**config.mk**
```make
export PLATFORM = sky130hd
export DESIGN_NAME = edac_sec_ded
export DESIGN_NICKNAME = d
export VERILOG_FILES = /design/src/rtl/edac_pkg.sv /design/src/rtl/edac_chk_gen.sv /design/src/rtl/edac_syn_decode.sv /design/src/rtl/edac_word_latch.sv /design/src/rtl/edac_sec_ded.sv
export SDC_FILE = /design/constraint.sdc
export NUM_CORES = 1
export LEC_CHECK = 0
export BUFFER_PORTS_ARGS = -buffer_cell sky130_fd_sc_hd__buf_2
export CORE_UTILIZATION = 30
export CTS_CLUSTER_DIAMETER = 80
export CTS_CLUSTER_SIZE = 28
export DETAILED_ROUTE_END_ITERATION = 16
export PLACE_DENSITY = 0.46
export SLEW_MARGIN = 0
export SYNTH_ARGS = -nofsm -noshare
export SYNTH_HDL_FRONTEND = slang
export SYNTH_SLANG_ARGS = --single-unit
```
**constraint.sdc**
```tcl
create_clock -name clk_i -period 3.8 [get_ports clk_i]
set_input_delay 0.19 -clock clk_i [delete_from_list [all_inputs] [get_ports clk_i]]
set_output_delay 0.19 -clock clk_i [all_outputs]
set_load 0.02 [all_outputs]
```
**src/rtl/edac_pkg.sv**
```systemverilog
package edac_pkg;
  localparam int unsigned DATA_W = 16;
  localparam int unsigned CHK_W  = 6;
  localparam logic [CHK_W-1:0] INV_MASK = 6'b000011;

  typedef enum logic [1:0] {
    MODE_WRITE = 2'b00,
    MODE_READ  = 2'b01,
    MODE_FIX   = 2'b10,
    MODE_LATCH = 2'b11
  } mode_e;

  function automatic int unsigned popcnt(logic [CHK_W-1:0] v);
    int unsigned n;
    n = 0;
    for (int k = 0; k < int'(CHK_W); k++) n += int'(v[k]);
    return n;
  endfunction

  // Four weight-3 codes left out so each row keeps exactly eight ones.
  function automatic logic is_skipped(logic [CHK_W-1:0] v);
    return (v == 6'h07) || (v == 6'h0B) || (v == 6'h34) || (v == 6'h38);
  endfunction

  function automatic logic [CHK_W-1:0] col_of(int unsigned idx);
    int unsigned n;
    logic [CHK_W-1:0] res;
    logic [CHK_W-1:0] cv;
    n   = 0;
    res = '0;
    for (int v = 0; v < (1 << CHK_W); v++) begin
      cv = CHK_W'(v);
      if (popcnt(cv) == 3 && !is_skipped(cv)) begin
        if (n == idx) res = cv;
        n++;
      end
    end
    return res;
  endfunction

  function automatic logic [DATA_W-1:0] row_mask(int unsigned row);
    logic [DATA_W-1:0] m;
    logic [CHK_W-1:0] c;
    m = '0;
    for (int i = 0; i < int'(DATA_W); i++) begin
      c    = col_of(i);
      m[i] = c[row];
    end
    return m;
  endfunction
endpackage

```
**src/rtl/edac_chk_gen.sv**
```systemverilog
module edac_chk_gen
  import edac_pkg::*;
#(
  parameter int unsigned DW = DATA_W,
  parameter int unsigned CW = CHK_W
) (
  input  logic [DW-1:0] data_i,
  output logic [CW-1:0] chk_o
);
  for (genvar j = 0; j < CW; j++) begin : g_row
    localparam logic [DW-1:0] MASK = row_mask(j);
    assign chk_o[j] = (^(data_i & MASK)) ^ INV_MASK[j];
  end
endmodule

```
**src/rtl/edac_syn_decode.sv**
```systemverilog
module edac_syn_decode
  import edac_pkg::*;
#(
  parameter int unsigned DW = DATA_W,
  parameter int unsigned CW = CHK_W
) (
  input  logic [CW-1:0] syn_i,
  output logic [DW-1:0] flip_o,
  output logic          single_o,
  output logic          double_o
);
  logic chk_bit_err;

  for (genvar i = 0; i < DW; i++) begin : g_col
    localparam logic [CW-1:0] COL = col_of(i);
    assign flip_o[i] = (syn_i == COL);
  end

  assign chk_bit_err = $onehot(syn_i);
  assign single_o    = chk_bit_err || (|flip_o);
  assign double_o    = (syn_i != '0) && !single_o;
endmodule

```
**src/rtl/edac_word_latch.sv**
```systemverilog
module edac_word_latch #(
  parameter int unsigned DW = 16,
  parameter int unsigned CW = 6
) (
  input  logic          clk_i,
  input  logic          rst_ni,
  input  logic          cap_i,
  input  logic [DW-1:0] data_i,
  input  logic [CW-1:0] chk_i,
  output logic [DW-1:0] data_o,
  output logic [CW-1:0] chk_o
);
  always_ff @(posedge clk_i or negedge rst_ni) begin
    if (!rst_ni) begin
      data_o <= '0;
      chk_o  <= '0;
    end else if (cap_i) begin
      data_o <= data_i;
      chk_o  <= chk_i;
    end
  end

  AST_LATCH_HOLD: assert property (@(posedge clk_i) disable iff (!rst_ni)
    !cap_i |=> ($stable(data_o) && $stable(chk_o)));
endmodule

```
**src/rtl/edac_sec_ded.sv**
```systemverilog
module edac_sec_ded
  import edac_pkg::*;
#(
  parameter int unsigned DW = DATA_W,
  parameter int unsigned CW = CHK_W
) (
  input  logic          clk_i,
  input  logic          rst_ni,
  input  logic [1:0]    mode_i,
  input  logic [DW-1:0] data_i,
  input  logic [CW-1:0] chk_i,
  output logic [DW-1:0] data_o,
  output logic          data_oe_o,
  output logic [CW-1:0] chk_o,
  output logic          chk_oe_o,
  output logic          single_err_o,
  output logic          double_err_o
);
  mode_e         mode_q;
  logic [CW-1:0] wr_chk, wr_chk_q;
  logic [DW-1:0] lat_data, flip;
  logic [CW-1:0] lat_chk, re_chk, syn;
  logic          capture, dec_single, dec_double, flags_en;

  assign capture = (mode_e'(mode_i) == MODE_LATCH) && (mode_q != MODE_LATCH);

  edac_chk_gen #(.DW(DW), .CW(CW)) i_gen_wr (.data_i(data_i), .chk_o(wr_chk));

  always_ff @(posedge clk_i or negedge rst_ni) begin
    if (!rst_ni) begin
      mode_q   <= MODE_READ;
      wr_chk_q <= '0;
    end else begin
      mode_q <= mode_e'(mode_i);
      if (mode_e'(mode_i) == MODE_WRITE) wr_chk_q <= wr_chk;
    end
  end

  edac_word_latch #(.DW(DW), .CW(CW)) i_latch (
    .clk_i (clk_i),
    .rst_ni(rst_ni),
    .cap_i (capture),
    .data_i(data_i),
    .chk_i (chk_i),
    .data_o(lat_data),
    .chk_o (lat_chk)
  );

  edac_chk_gen #(.DW(DW), .CW(CW)) i_gen_rd (.data_i(lat_data), .chk_o(re_chk));

  assign syn = re_chk ^ lat_chk;

  edac_syn_decode #(.DW(DW), .CW(CW)) i_dec (
    .syn_i   (syn),
    .flip_o  (flip),
    .single_o(dec_single),
    .double_o(dec_double)
  );

  assign flags_en     = (mode_q == MODE_LATCH) || (mode_q == MODE_FIX);
  assign single_err_o = flags_en && (dec_single || dec_double);
  assign double_err_o = flags_en && dec_double;
  assign data_o       = dec_double ? lat_data : (lat_data ^ flip);
  assign data_oe_o    = (mode_q == MODE_FIX);
  assign chk_o        = (mode_q == MODE_WRITE) ? wr_chk_q : syn;
  assign chk_oe_o     = (mode_q == MODE_WRITE) || (mode_q == MODE_FIX);

  AST_FLIP_ONE_BIT: assert property (@(posedge clk_i) disable iff (!rst_ni)
    $onehot0(flip));
  AST_CHK_ERR_NO_FLIP: assert property (@(posedge clk_i) disable iff (!rst_ni)
    ($countones(syn) == 1) |-> (flip == '0));
  AST_DOUBLE_NO_FIX: assert property (@(posedge clk_i) disable iff (!rst_ni)
    (data_oe_o && double_err_o) |-> (data_o == lat_data));
  AST_DOUBLE_HAS_SINGLE: assert property (@(posedge clk_i) disable iff (!rst_ni)
    double_err_o |-> single_err_o);
  AST_QUIET_FLAGS: assert property (@(posedge clk_i) disable iff (!rst_ni)
    !mode_i[1] |=> (!single_err_o && !double_err_o));
  AST_WRITE_DRIVE: assert property (@(posedge clk_i) disable iff (!rst_ni)
    (mode_i == 2'b00) |=> (chk_oe_o && !data_oe_o));
  AST_FIX_DRIVE: assert property (@(posedge clk_i) disable iff (!rst_ni)
    (mode_i == 2'b10) |=> (chk_oe_o && data_oe_o));
  AST_LATCH_NO_DRIVE: assert property (@(posedge clk_i) disable iff (!rst_ni)
    (mode_i == 2'b11) |=> (!chk_oe_o && !data_oe_o));
endmodule

```
==> results.toml <==
[job]
maxCapViolCount = 0

[synth]
synth_xor_area_share_pct = 38.2
ys_seq_area_share_pct = 28.4
synth_cell_types = 45
syn-mean-instance-area_um2 = 11.2
synth-async-reset-ratio_pct = 100
synth_most_common_cell = "xnor2_1"
synth_compound_area_share_pct = 3.97
yosys.area_share.simple_pct = 11.6
synthCells = 236
synth_adder_area_share_pct = 3.41
yosysTopAreaCell = "dfrtp_1"
yosys-top-cells-count = "xnor2_1 (48), dfrtp_1 (29), mux2_2 (28), xor2_1 (16), nand2_1 (13)"
syn-num-nets = 268
synth_edf_count = 0
synth_top_family_by_area = "XOR/XNOR gates"
ys_ff_latch = 30
synth_area_leaders = "dfrtp_1 (27%), xnor2_1 (16%), mux2_2 (12%), xnor2_2 (5.5%), xor2_1 (5.3%)"
synthMuxAreaShare_pct = 12.3
synth_top_area_share_pct = 27.4
syn_area_um2 = 2650
ys.flop_type = "dfrtp_1"
synth_warnings = 0

[placed_design]
pre_cts_ws_ns = 0.0637
io_buffers = 51
routabilityCongestion = 0.790
dp_hpwl_um = 5610

[sta]
slew_violations = 0
hold_viol = 0
worst_pin_slew_ns = 0.714
finalCriticalPeriod_ns = 3.65
fin_ws_ns = 0.155
fin_tns_setup_ns = 0
min_period_over_period_pct = 95.9
slew_headroom_pct = 52.4
finalSetupViolCount = 0
rsz0062_at_grt = "no"
clock.fmax_mhz = 274
whs_ns = 0.0280
finalClockSkew_ns = 0.00314

[worst_setup_path]
critPathMaxStageDelay_ns = 0.44
path_class = "flip-flop to primary output"
reg2reg_depth = 3
crit_chain = "xnor3_2 -> buf_12 -> xnor2_4 -> xor2_4 -> ha_4 -> fa_1 -> ha_1 -> xor2_1 -> nor3b_1 -> a31oi_1 -> nand3_1 -> o21a_1 -> buf_4"
worstSetupEndpointType = "primary output"
crit_path_start_kind = "flip-flop"
cp_data_arrival_time_ns = 3.46
cp_max_fo = 5
worstPathRequired_ns = 3.61
slowest_stage = "dfrtp_2"

[die]
initial_core_util_pct = 31.6
die_width_um = 95.9
std_cell_rows = 33
die-area_um2 = 9200
io_pins = 52
die_h_um = 95.9
core_area_um2 = 8380

[cells_and_area]
diodes = 0
area_growth_pct = 24.3
drive_gt1_share_pct = 46.5
num-nets-final = 332

[drt]
first_pass_iters = 4
drt-total-wl_um = 6680
post_drt_wl_per_cell_um = 16.4
ant_nets = 0
drtIter0Drc = 40
drcViolationCount = 0
via_per_inst = 4.59
route.vias.total = 1865

[cts]
clock_tree.buffer_depth = 2
clk_latency_ns = 0.28
cts_tree = "yes"
clk_pin_slew_ns = 0.07
root_buffer = "clkbuf_8"
cts_buffers = 5
cts_max_level = 2
cts.sinks = 30

[global_route]
grt_pass1_wl_um = 10700
grt-busiest-layer = "met2"
antenna_found_initial = 0
use_met1_pct = 22.8
met2_usage_pct = 25.2
grt_max_degree = 31
use_met3_pct = 1.97
overflow = 0
grt_pass1_vias = 1869
gr-usage-all-layers_pct = 15.9

[worst_hold_path]
holdPathStages = 1
hp-class = "primary input to flip-flop"

[outcome]
status = "finished clean"
==> through the flow <==
| stage | cell area (um^2) | util [%] | cells |
|---|---|---|---|
| 6_report | 3290 | 39.2 | 406 |
| 5_1_grt | 3290 | 39.2 | 406 |
| 4_1_cts | 3240 | 38.6 | 404 |
| 3_5_place_dp | 3050 | 36.4 | 391 |
| 3_3_place_gp | 3050 | 36.4 | 391 |
| 2_1_floorplan | 2650 | - | 236 |
==> kinds of logic (layout without fill, tap and decap cells) <==
group,after synthesis,after routing
adder cells (fa/ha/maj),6,6
XOR/XNOR,86,86
flip-flops,30,30
AND/OR/NAND/NOR,55,55
buffers and inverters,13,78
AO/OA/AOI/OAI,17,17
multiplexers,29,29
==> what timing repair did <==
item / in CTS / in global routing
setup buffers: 4 / 2
hold buffers: 1 / 0
hold endpoints to repair: 29 / 0
pin swaps: 5 / 5
setup endpoints to repair: 2 / 2
gates resized for setup: 9 / 7
==> flip-flops by register name (all words and copies together) (netlist names) <==
name / count
i_latch.data_o: 16
mode_q: 2
i_latch.chk_o: 6
wr_chk_q: 6
==> routing by layer <==
metal / up-vias / routed length, um
li1: 927 / -
met1: 884 / 3230
met2: 45 / 3080
met3: 9 / 249
met4: 0 / 119
met5: - / 0
==> layout make-up <==
cell class	count	area, um^2
multi-input combinational	193	1910
tap	105	131
clock inverter	1	5.00
timing repair buffer	64	373
clock buffer	7	86.3
sequential	30	758
inverter	6	25.0
fill	859	5090
==> path summary, 6_finish.rpt <==
path	startpoint	end	slack, ns
min	mode_i[0]	mode_q[0]	0.03
max in group asynchronous	rst_ni	i_latch.data_o[10]	2.80
max reg2reg	mode_q[1]	i_latch.data_o[1]	2.40
min in group asynchronous	rst_ni	i_latch.chk_o[2]	0.50
max	i_latch.data_o[14]	single_err_o	0.15
min reg2reg	wr_chk_q[0]	wr_chk_q[0]	0.51
==> critical path: cells and delay by family, from the launching register on <==
family | cells | cell delay (ns)
xor gates and xnor gates | 4 | 1.03
adders and majority gates | 3 | 0.85
DFF | 1 | 0.44
AOI/OAI and AO/OA | 2 | 0.34
buffers and inverters | 2 | 0.32
and+or+nand+nor | 2 | 0.19
==> layout by cell type (no fill, tap or decap), drive strengths merged, types with 2 or more instances in the layout <==
cell type / count
nand2: 13
buf: 63
a21oi: 5
o21ai: 5
ha: 4
mux2: 29
nor2: 10
inv: 6
xnor3: 6
xor2: 19
nand2b: 2
fa: 2
or2: 2
xnor2: 60
clkbuf: 7
nor4: 4
nand3b: 2
nor2b: 2
dfrtp: 29
and3: 2
nand3: 11
nor3: 4
Power is left out: the tool's default activity adds up to more than one toggle a clock period on the data nets, which glitch-free logic cannot reach.
